File: config.mk
export PLATFORM = sky130hd
export DESIGN_NAME = cwf_fill_ctrl
export DESIGN_NICKNAME = d
export VERILOG_FILES = /design/src/rtl/cwf_pkg.sv /design/src/rtl/cwf_req_gen.sv /design/src/rtl/cwf_beat_track.sv /design/src/rtl/cwf_line_ram.sv /design/src/rtl/cwf_fill_ctrl.sv
export SDC_FILE = /design/constraint.sdc
export NUM_CORES = 1
export LEC_CHECK = 0
export BUFFER_PORTS_ARGS = -buffer_cell sky130_fd_sc_hd__clkbuf_2
export CORE_MARGIN = 1
export CORE_UTILIZATION = 45
export CTS_CLUSTER_DIAMETER = 100
export CTS_CLUSTER_SIZE = 16
export DETAILED_ROUTE_END_ITERATION = 10
export PLACE_DENSITY = 0.72
export SLEW_MARGIN = 40
export SYNTH_ARGS = -nofsm -noshare
export SYNTH_HDL_FRONTEND = slang
export SYNTH_SLANG_ARGS = --single-unit
File: constraint.sdc
create_clock -name clk -period 4.2 [get_ports clk]
set_input_delay 0.42 -clock clk [delete_from_list [all_inputs] [get_ports clk]]
set_output_delay 0.42 -clock clk [all_outputs]
set_load 0.01 [all_outputs]
File: src/rtl/cwf_pkg.sv
package cwf_pkg;
  typedef enum logic [1:0] {
    FS_IDLE,
    FS_FILL,
    FS_COMMIT
  } fill_state_e;

  // next word offset inside a line of n words, wrapping to zero
  function automatic int wrap_next(int off, int n);
    return (off + 1 >= n) ? 0 : off + 1;
  endfunction
endpackage

File: src/rtl/cwf_req_gen.sv
module cwf_req_gen #(
  parameter int WORDS = 8,
  localparam int OFF_W = $clog2(WORDS),
  localparam int CNT_W = $clog2(WORDS + 1)
) (
  input  logic             clk,
  input  logic             rst,
  input  logic             start,
  input  logic [OFF_W-1:0] start_off,
  input  logic             req_ready,
  output logic             req_valid,
  output logic [OFF_W-1:0] req_off
);
  logic [CNT_W-1:0] sent;

  always_ff @(posedge clk) begin
    if (rst) begin
      req_valid <= 1'b0;
      req_off   <= '0;
      sent      <= '0;
    end else if (start) begin
      req_valid <= 1'b1;
      req_off   <= start_off;
      sent      <= '0;
    end else if (req_valid && req_ready) begin
      req_off <= OFF_W'(cwf_pkg::wrap_next(int'(req_off), WORDS));
      sent    <= sent + 1'b1;
      if (sent == CNT_W'(WORDS - 1)) req_valid <= 1'b0;
    end
  end

  // accepted request is followed by the wrapped successor offset
  p_wrap_step_r2: assert property (@(posedge clk) disable iff (rst)
    req_valid && req_ready && !start |=> !req_valid ||
      (int'(req_off) == (int'($past(req_off)) + 1) % WORDS));

  // never more requests than words in a line
  p_req_limit_r3: assert property (@(posedge clk) disable iff (rst)
    int'(sent) <= WORDS);
endmodule

File: src/rtl/cwf_beat_track.sv
module cwf_beat_track #(
  parameter int WORDS = 8,
  localparam int OFF_W = $clog2(WORDS),
  localparam int CNT_W = $clog2(WORDS + 1)
) (
  input  logic             clk,
  input  logic             rst,
  input  logic             start,
  input  logic [OFF_W-1:0] start_off,
  input  logic             beat,
  output logic [OFF_W-1:0] cur_off,
  output logic [WORDS-1:0] filled,
  output logic             crit_done,
  output logic             last_beat
);
  logic [CNT_W-1:0] got;

  always_ff @(posedge clk) begin
    if (rst) begin
      cur_off   <= '0;
      filled    <= '0;
      crit_done <= 1'b0;
      got       <= '0;
    end else if (start) begin
      cur_off   <= start_off;
      filled    <= '0;
      crit_done <= 1'b0;
      got       <= '0;
    end else if (beat) begin
      filled[cur_off] <= 1'b1;
      cur_off   <= OFF_W'(cwf_pkg::wrap_next(int'(cur_off), WORDS));
      crit_done <= 1'b1;
      got       <= got + 1'b1;
    end
  end

  assign last_beat = beat && (got == CNT_W'(WORDS - 1));

  // every beat lands on a word not yet written in this fill
  p_fresh_word_r5: assert property (@(posedge clk) disable iff (rst)
    beat |-> !filled[cur_off]);
endmodule

File: src/rtl/cwf_line_ram.sv
module cwf_line_ram #(
  parameter int DEPTH = 8,
  parameter int WIDTH = 32,
  localparam int AW = $clog2(DEPTH)
) (
  input  logic             clk,
  input  logic             we,
  input  logic [AW-1:0]    waddr,
  input  logic [WIDTH-1:0] wdata,
  input  logic [AW-1:0]    raddr,
  output logic [WIDTH-1:0] rdata
);
  logic [WIDTH-1:0] mem [DEPTH];

  always_ff @(posedge clk) begin
    if (we) mem[waddr] <= wdata;
    rdata <= mem[raddr];
  end
endmodule

File: src/rtl/cwf_fill_ctrl.sv
module cwf_fill_ctrl #(
  parameter int WORDS  = 8,
  parameter int DATA_W = 32,
  parameter int BLK_W  = 24,
  localparam int OFF_W = $clog2(WORDS),
  localparam int AW    = BLK_W + OFF_W
) (
  input  logic              clk,
  input  logic              rst,
  input  logic              miss_valid,
  input  logic [BLK_W-1:0]  miss_blk,
  input  logic [OFF_W-1:0]  miss_off,
  output logic              miss_busy,
  output logic              mem_req_valid,
  input  logic              mem_req_ready,
  output logic [AW-1:0]     mem_req_addr,
  input  logic              mem_rsp_valid,
  input  logic [DATA_W-1:0] mem_rsp_data,
  input  logic              cpu_rd_valid,
  input  logic [OFF_W-1:0]  cpu_rd_off,
  output logic              cpu_rd_ready,
  output logic              cpu_rsp_valid,
  output logic [OFF_W-1:0]  cpu_rsp_off,
  output logic [DATA_W-1:0] cpu_rsp_data,
  output logic [WORDS-1:0]  line_we,
  output logic [DATA_W-1:0] line_wdata,
  output logic [BLK_W-1:0]  line_blk,
  output logic              tag_we,
  output logic [BLK_W-1:0]  tag_blk
);
  import cwf_pkg::*;

  fill_state_e       state;
  logic [BLK_W-1:0]  blk_r;
  logic              start, beat, last_beat, crit_done;
  logic [OFF_W-1:0]  req_off, cur_off;
  logic [WORDS-1:0]  filled;
  logic              pend_v;
  logic [OFF_W-1:0]  pend_off;
  logic              rsp_from_ram;
  logic [DATA_W-1:0] ram_q;
  logic              rd_acc, hit_now, hit_beat, pend_hit, crit_now;

  assign start        = (state == FS_IDLE) && miss_valid;
  assign beat         = (state == FS_FILL) && mem_rsp_valid;
  assign miss_busy    = (state != FS_IDLE);
  assign mem_req_addr = {blk_r, req_off};
  assign cpu_rd_ready = (state != FS_IDLE) && crit_done && !pend_v;

  assign rd_acc   = cpu_rd_valid && cpu_rd_ready;
  assign hit_now  = rd_acc && filled[cpu_rd_off];
  assign hit_beat = rd_acc && beat && (cur_off == cpu_rd_off);
  assign pend_hit = pend_v && beat && (cur_off == pend_off);
  assign crit_now = beat && !crit_done;

  cwf_req_gen #(.WORDS(WORDS)) u_req (
    .clk(clk), .rst(rst), .start(start), .start_off(miss_off),
    .req_ready(mem_req_ready), .req_valid(mem_req_valid), .req_off(req_off)
  );

  cwf_beat_track #(.WORDS(WORDS)) u_track (
    .clk(clk), .rst(rst), .start(start), .start_off(miss_off), .beat(beat),
    .cur_off(cur_off), .filled(filled), .crit_done(crit_done), .last_beat(last_beat)
  );

  cwf_line_ram #(.DEPTH(WORDS), .WIDTH(DATA_W)) u_copy (
    .clk(clk), .we(beat), .waddr(cur_off), .wdata(mem_rsp_data),
    .raddr(cpu_rd_off), .rdata(ram_q)
  );

  always_ff @(posedge clk) begin
    if (rst) begin
      state   <= FS_IDLE;
      blk_r   <= '0;
      tag_we  <= 1'b0;
      tag_blk <= '0;
    end else begin
      tag_we <= 1'b0;
      case (state)
        FS_IDLE:   if (miss_valid) begin
                     state <= FS_FILL;
                     blk_r <= miss_blk;
                   end
        FS_FILL:   if (last_beat) state <= FS_COMMIT;
        FS_COMMIT: begin
                     state   <= FS_IDLE;
                     tag_we  <= 1'b1;
                     tag_blk <= blk_r;
                   end
        default:   state <= FS_IDLE;
      endcase
    end
  end

  always_ff @(posedge clk) begin
    if (rst) begin
      line_we    <= '0;
      line_wdata <= '0;
      line_blk   <= '0;
    end else begin
      line_we <= beat ? (WORDS'(1) << cur_off) : '0;
      if (beat) begin
        line_wdata <= mem_rsp_data;
        line_blk   <= blk_r;
      end
    end
  end

  always_ff @(posedge clk) begin
    if (rst) begin
      pend_v        <= 1'b0;
      pend_off      <= '0;
      cpu_rsp_valid <= 1'b0;
      cpu_rsp_off   <= '0;
      rsp_from_ram  <= 1'b0;
    end else begin
      cpu_rsp_valid <= crit_now || hit_now || hit_beat || pend_hit;
      rsp_from_ram  <= hit_now;
      if (hit_now || hit_beat) cpu_rsp_off <= cpu_rd_off;
      else if (pend_hit)       cpu_rsp_off <= pend_off;
      else if (crit_now)       cpu_rsp_off <= cur_off;
      if (start) pend_v <= 1'b0;
      else if (rd_acc && !hit_now && !hit_beat) begin
        pend_v   <= 1'b1;
        pend_off <= cpu_rd_off;
      end else if (pend_hit) pend_v <= 1'b0;
    end
  end

  assign cpu_rsp_data = rsp_from_ram ? ram_q : line_wdata;

  // first request carries the missed block and offset
  p_first_req_r1: assert property (@(posedge clk) disable iff (rst)
    start |=> mem_req_valid && mem_req_addr == {$past(miss_blk), $past(miss_off)});

  // critical word returned the cycle after it arrives
  p_crit_return_r4: assert property (@(posedge clk) disable iff (rst)
    crit_now |=> cpu_rsp_valid && cpu_rsp_data == $past(mem_rsp_data));

  // one word enable per beat
  p_one_enable_r5: assert property (@(posedge clk) disable iff (rst)
    beat |=> $countones(line_we) == 1);

  // tag written only with the whole line present
  p_tag_full_r6: assert property (@(posedge clk) disable iff (rst)
    tag_we |-> &filled);

  // a refused miss leaves the block untouched
  p_busy_hold_r7: assert property (@(posedge clk) disable iff (rst)
    miss_busy && miss_valid |=> $stable(blk_r));

  // read of a filled word answered next cycle
  p_hit_filled_r8: assert property (@(posedge clk) disable iff (rst)
    hit_now |=> cpu_rsp_valid && cpu_rsp_off == $past(cpu_rd_off));

  // reads refused before the critical word
  p_ready_gate_r10: assert property (@(posedge clk) disable iff (rst)
    cpu_rd_ready |-> crit_done && $onehot0(line_we));
endmodule

==> impl_metrics.json, run 1 <==
{
  "status": "finished clean",
  "worstHoldPathType": "in -> reg",
  "place_congestion": 0.807,
  "grt_remaining_overflow": 0,
  "regToRegSetupSlack_ns": 1.64,
  "yosysSeqAreaShare_pct": 70.2,
  "clkPwrFrac_pct": 35.0,
  "ys_ff_latch": 436,
  "ctsHoldBuffers": 0,
  "ios": 223,
  "core_area_mm2": 0.0349,
  "crit_required_ns": 4.64,
  "rows": 68,
  "hold_viol_final": 0,
  "hold_path_end": "blk_r[20]",
  "cp_slowest_cell": "buf_4",
  "seqPwrFrac_pct": 58.3,
  "portBuffers": 222,
  "syn_to_final_growth_pct": 16.0,
  "diodes": 0,
  "path_buf_inv": 1,
  "arrival_ns": 3.00,
  "cts_max_path_buffers": 3,
  "placed_cells": 1739,
  "cp_cell_sequence": "and3b_2 > buf_4 > nand4_1 > nand4_2 > mux2i_1 > nor2_1",
  "rsz0062_at_grt": "no",
  "start_kind": "flop",
  "p_comb_share_pct": 6.7,
  "cts_tree": "built",
  "tns_ns": 0,
  "die_h_um": 191,
  "syn-cell-area_mm2": 0.0161,
  "synthFlopType": "edfxtp_1",
  "fin_crit_sh_pct": 60.9,
  "p_leak_uw": 0.00674,
  "critPathTopFamily": "simple AND/OR/NAND/NOR gates",
  "synth_edf_count": 256,
  "ctsRootBufferMaster": "clkbuf_16",
  "switching_power_uw": 1800,
  "start_util_pct": 46.1,
  "drc": 0,
  "grt_first_pass_wirelength_um": 53600,
  "hp-start": "miss_blk[20]",
  "reg2reg_from": "state[0]",
  "final_cell_mix": "256 x edfxtp_1, 228 x nand2_1, 219 x clkbuf_2",
  "async_flop_share_pct": 0,
  "fmax_mhz": 391,
  "final_cells": 1793,
  "max_stage_delay_ns": 0.65,
  "worst-setup-path-type": "reg -> reg",
  "post-cts-setup-buffers": 0,
  "endpoint_kind": "flop",
  "dr.pass1.iters": 5,
  "die_area_mm2": 0.0365,
  "grt_max_degree": 76,
  "switching_share_pct": 22.3,
  "cts-buffers-inserted": 31,
  "clk_latency_ns": 0.58,
  "grt_pass1_vias": 9333,
  "synth_cell_types": 44,
  "tightest_slew_ns": 0.796,
  "grt_util_met3_pct": 2.85,
  "post_drt_wl_per_cell_um": 19.7,
  "top_usage_layer": "met2",
  "cellPowerDensity_mw_per_mm2": 432,
  "cts-resized-gates": 0,
  "dr_total_vias": 9529,
  "synth_area_per_cell_um2": 14.5,
  "crit_fanout": 53,
  "grtUsageMet1_pct": 26.0,
  "ir_drop_mv": 0.319,
  "drtIter0Drc": 633,
  "layout_min_cycle_time_ns": 2.56,
  "clock_skew_ns": 0.0108,
  "cts.sinks": 436,
  "fin_nets": 1392,
  "antenna_left": 0,
  "max_slew_margin_pct": 46.9,
  "htree_levels": 1,
  "setup_viol": 0,
  "drive_gt1_share_pct": 29.4,
  "worstHoldPathCells": 3,
  "syn-num-nets": 1185,
  "die_width_um": 191,
  "hpwl_um": 22200,
  "synthCells": 1110,
  "grt_use_met2_pct": 32.4,
  "synth_warnings": 0,
  "totalWireLength_um": 35300,
  "path_clk_slew_ns": 0.07,
  "reg2reg_to": "pend_off[1]",
  "viasPerCell": 5.31,
  "drv_slew": 0,
  "max_cap_viol_count": 0,
  "grtUsageTotal_pct": 19.1,
  "p_int_uw": 6270,
  "r2r_cells": 6,
  "grt_antenna_before_repair": 2,
  "mostFrequentLayoutCell": "edfxtp_1"
}
## worst reg2reg max path, delay by kind of cell, from the launching register on
family                 cells  cell delay, ns
AND/OR/NAND/NOR            4            1.14
buffers and inverters      1            0.66
flip-flops                 1            0.41
multiplexers               1            0.21
## power groups by stage
stage / sequential, uW / clock, uW / combinational, uW
after CTS: 4700 / 2880 / 552
final: 4700 / 2820 / 544
after floorplan: 4790 / 0 / 324
after detailed placement: 4800 / 0 / 549
after global routing: 4710 / 3030 / 598
after global placement: 4790 / 0 / 537
## Yosys cell counts (2+ instances only)
cell / n / area [um^2]
edfxtp_1: 256 / 7690
nand2_1: 228 / 856
dfxtp_1: 180 / 3600
a21oi_1: 122 / 611
mux4_2: 65 / 1460
clkbuf_1: 42 / 158
nor2_1: 36 / 135
mux2_2: 34 / 383
mux2_1: 30 / 338
buf_2: 16 / 80.1
and2_1: 10 / 62.6
mux2i_1: 9 / 90.1
buf_1: 7 / 26.3
ha_1: 7 / 87.6
xnor2_1: 7 / 61.3
xor2_1: 7 / 61.3
nor3_1: 6 / 30.0
buf_6: 4 / 45.0
inv_1: 4 / 15.0
nand2b_1: 4 / 25.0
nand4_1: 4 / 25.0
nand3_1: 3 / 15.0
o21ai_0: 3 / 15.0
a211oi_1: 2 / 15.0
and3_1: 2 / 12.5
buf_4: 2 / 15.0
nand4b_1: 2 / 17.5
o21a_1: 2 / 15.0
## per-layer routing
| layer | wire (um) | up-vias |
|---|---|---|
| met5 | 20 | - |
| met4 | 679 | 4 |
| met3 | 1600 | 57 |
| met2 | 17600 | 214 |
| met1 | 15400 | 4809 |
| li1 | - | 4445 |
## kinds of logic (layout without fill, tap and decap cells)
| kind of cell | count (synthesis) | after routing | share of synthesized area, % |
|---|---|---|---|
| AOI/OAI and AO/OA | 139 | 139 | 4.67 |
| xor gates and xnor gates | 14 | 14 | 0.762 |
| adders and majority gates | 7 | 7 | 0.544 |
| buffers and inverters | 75 | 303 | 2.11 |
| DFF | 436 | 436 | 70.2 |
| muxes | 138 | 138 | 14.1 |
| and+or+nand+nor | 301 | 301 | 7.62 |
## through the flow
stage | cell area [um^2] | total power [uW] | worst slack [ns] | util (%) | hold WS [ns]
5_1_grt | 18700 | 8340 | 1.49 | 53.5 | 0.0496
6_report | 18700 | 8060 | 1.64 | 53.5 | 0.0598
3_3_place_gp | 17700 | 5330 | 1.41 | 50.6 | 0.441
2_1_floorplan | 16100 | 5110 | 0.565 | - | 0.440
4_1_cts | 18700 | 8130 | 1.67 | 53.5 | 0.0452
3_5_place_dp | 17800 | 5340 | 1.55 | 50.9 | 0.445
## area by class of cell
class                      instances  area (um^2)
clock inverter                     2         28.8
multi-input combinational        599         4520
sequential                       436        11300
fill                            2826        16200
tap                              455          569
inverter                           4         15.0
timing repair buffer             245         1360
clock buffer                      52          876
## worst max-delay path by stage
stage	start	to	slack [ns]	cells past startpoint
4_1_cts	state[0]	pend_off[1]	1.67	6
5_1_grt	state[0]	pend_off[0]	1.49	6
3_3_place_gp	mem_rsp_valid	u_copy.mem[3][13]	1.41	4
6_report	state[0]	pend_off[1]	1.64	6
2_1_floorplan	mem_rsp_valid	u_copy.mem[2][0]	0.56	4
3_5_place_dp	mem_rsp_valid	pend_off[1]	1.55	7
## sequential cells by signal, summed over array words and instances (netlist names), 2 cells and up
register	count
u_copy.rdata	32
u_req.req_off	3
line_we	8
line_blk	24
state	2
u_track.cur_off	3
cpu_rsp_off	3
u_track.filled	8
u_copy.mem	256
blk_r	24
line_wdata	32
u_req.sent	4
tag_blk	24
u_track.got	4
pend_off	3
Power figures use the tool's default switching activity.
==> inputs of run 2 (changes only) <==
--- a/config.mk
+++ b/config.mk
@@ -5,6 +5,7 @@
 export SDC_FILE = /design/constraint.sdc
 export NUM_CORES = 1
 export LEC_CHECK = 0
+export ABC_AREA = 1
 export BUFFER_PORTS_ARGS = -buffer_cell sky130_fd_sc_hd__clkbuf_2
 export CORE_MARGIN = 1
 export CORE_UTILIZATION = 45
==> constraint.sdc (replaced) <==
create_clock -name clk -period 2.3 [get_ports clk]
set_input_delay 0.23 -clock clk [delete_from_list [all_inputs] [get_ports clk]]
set_output_delay 0.23 -clock clk [all_outputs]
set_load 0.01 [all_outputs]
==> impl_metrics.json, run 2 <==
{
  "synth_warnings": 0,
  "grt_remaining_overflow": 0,
  "dr.pass1.iters": 5,
  "fin_nets": 1830,
  "clk_latency_ns": 0.57,
  "synth_xor_area_share_pct": 0.432,
  "synthCells": 1507,
  "syn-cell-area_mm2": 0.0162,
  "async_flop_share_pct": 0,
  "p_leak_uw": 0.00728,
  "cts_tree": "built",
  "synthFlopType": "edfxtp_1",
  "grt_first_pass_wirelength_um": 59600,
  "die_width_um": 192,
  "hpwl_um": 23300,
  "grt_pass1_vias": 11600,
  "ios": 223,
  "tightest_slew_ns": 0.519,
  "cts-resized-gates": 0,
  "ys_top_cells_by_area": "edfxtp_1 47%, dfxtp_1 22%, o21ai_0 8.0%, nor2_1 6.3%, a21oi_1 2.8%",
  "switching_share_pct": 23.0,
  "ctsRootBufferMaster": "clkbuf_16",
  "post-cts-setup-buffers": 0,
  "cts-buffers-inserted": 31,
  "synth_common_cells": "274 x nor2_1, 258 x o21ai_0, 256 x edfxtp_1",
  "status": "finished clean",
  "synth_fa_ha_area_share_pct": 0.539,
  "die_h_um": 192,
  "cts.sinks": 436,
  "viasPerCell": 5.27,
  "grt_max_degree": 80,
  "synthMuxAreaShare_pct": 0,
  "largest_register_ffs": 256,
  "ir_drop_mv": 0.695,
  "place_congestion": 0.800,
  "ys_ff_latch": 436,
  "top_regs": "u_copy.mem (256), line_wdata (32), u_copy.rdata (32)",
  "top_register": "u_copy.mem",
  "hold_viol_final": 0,
  "clkPwrFrac_pct": 34.1,
  "max_slew_margin_pct": 65.3,
  "worstHoldPathType": "in -> reg",
  "synth_edf_count": 256,
  "yosysSeqAreaShare_pct": 69.5,
  "drive_gt1_share_pct": 17.8,
  "portBuffers": 222,
  "switching_power_uw": 3410,
  "clock_skew_ns": 0.0187,
  "synth_cell_types": 30,
  "core_area_mm2": 0.0356,
  "seqPwrFrac_pct": 57.7,
  "start_util_pct": 45.6,
  "die_area_mm2": 0.0368,
  "setup_viol": 0,
  "rsz0062_at_grt": "no",
  "rows": 69,
  "path_clk_slew_ns": 0.08,
  "synth_area_per_cell_um2": 10.8,
  "arrival_ns": 1.80,
  "crit_fanout": 46,
  "totalWireLength_um": 38100,
  "tns_ns": 0,
  "p_comb_share_pct": 8.2,
  "synth-compound-area-share_pct": 13.8,
  "grtUsageTotal_pct": 20.5,
  "p_int_uw": 11400,
  "fin_crit_sh_pct": 88.2,
  "post-synth-top-count-cell": "nor2_1",
  "ctsHoldBuffers": 58,
  "syn_to_final_growth_pct": 20.1,
  "antenna_left": 0,
  "dr_total_vias": 11807,
  "cts_max_path_buffers": 3,
  "synth_top_cell_area_share_pct": 47.3,
  "yosysTopAreaCell": "edfxtp_1",
  "fmax_mhz": 493,
  "cellPowerDensity_mw_per_mm2": 761,
  "drc": 0,
  "synth_top_family_by_area": "compound AO/OA/AOI/OAI gates",
  "layout_min_cycle_time_ns": 2.03,
  "hold-worst-slack_ns": 0.0283,
  "worst-setup-path-type": "reg -> out",
  "max_cap_viol_count": 0,
  "mostFrequentLayoutCell": "nor2_1",
  "drv_slew": 0,
  "grt_antenna_before_repair": 2,
  "post_drt_wl_per_cell_um": 17.0,
  "final_cell_mix": "269 x nor2_1, 258 x o21ai_0, 256 x edfxtp_1",
  "htree_levels": 1,
  "drtIter0Drc": 761,
  "fillers": 3018,
  "endpoint_kind": "output port",
  "syn-num-nets": 1582,
  "synth-simple-area-share_pct": 10.7,
  "p_total_uw": 14800,
  "start_kind": "flop",
  "crit_required_ns": 2.07
}
## run 2: metal layers
layer	GRT usage (%)	part of all wire (%)	wire, um	vias up
li1	-	-	-	5712
met2	35.5	48	18400	414
met4	5.92	2.3	887	0
met5	0	0	0	-
met1	25.5	42	15800	5621
met3	4.79	7.9	2990	60
## run 2: cells by family after synthesis
group           Yosys count
compound gates          430
simple gates            430
xor+xnor                  8
flops                   436
buf+inv                 196
fa+ha+maj                 7
## run 2: layout make-up
class                   count  area, um^2  share of cell area, %
diodes                      2        5.00                 0.0257
repair buffers            311        2140                   11.0
flip-flops and latches    436       11300                   57.9
clock inverters             2        25.0                  0.128
well taps                 461         577                   2.96
clock buffers              52         855                   4.38
multi-input cells         875        4230                   21.7
inverters                 100         379                   1.94
## run 2: worst max-delay path: stages, from the launching register on
cell	delay [ns]
dfxtp_2	0.59
buf_12	0.27
nand2_1	0.08
o21ai_0	0.10
clkbuf_2	0.17
## run 2: worst paths after layout
| kind | slack (ns) | end | cells past startpoint | from |
|---|---|---|---|---|
| worst max register to register | 0.49 | line_wdata[15] | 6 | state[1] |
| worst min register to register | 0.46 | line_wdata[14] | 2 | line_wdata[14] |
| worst min-delay path | 0.03 | u_copy.mem[0][31] | 1 | mem_rsp_data[31] |
| worst max-delay path | 0.27 | cpu_rsp_data[8] | 4 | rsp_from_ram |
## run 2: power groups by stage
stage | clock [uW] | sequential (uW) | combinational [uW]
6_report | 5060 | 8560 | 1220
5_1_grt | 5440 | 8580 | 1360
4_1_cts | 5160 | 8560 | 1220
3_5_place_dp | 0 | 8730 | 1140
3_3_place_gp | 0 | 8720 | 1120
2_1_floorplan | 0 | 8760 | 600
## run 2: metrics by stage
stage               utilization [%]  instances  worst slack [ns]  instance area, um^2
detailed placement             50.7       2125             0.507                18000
floorplan                         -       1507            -0.248                16300
global placement               50.7       2125             0.551                18000
global route                   54.8       2237             0.139                19500
CTS                            54.8       2237             0.225                19500
finish                         54.8       2239             0.271                19500
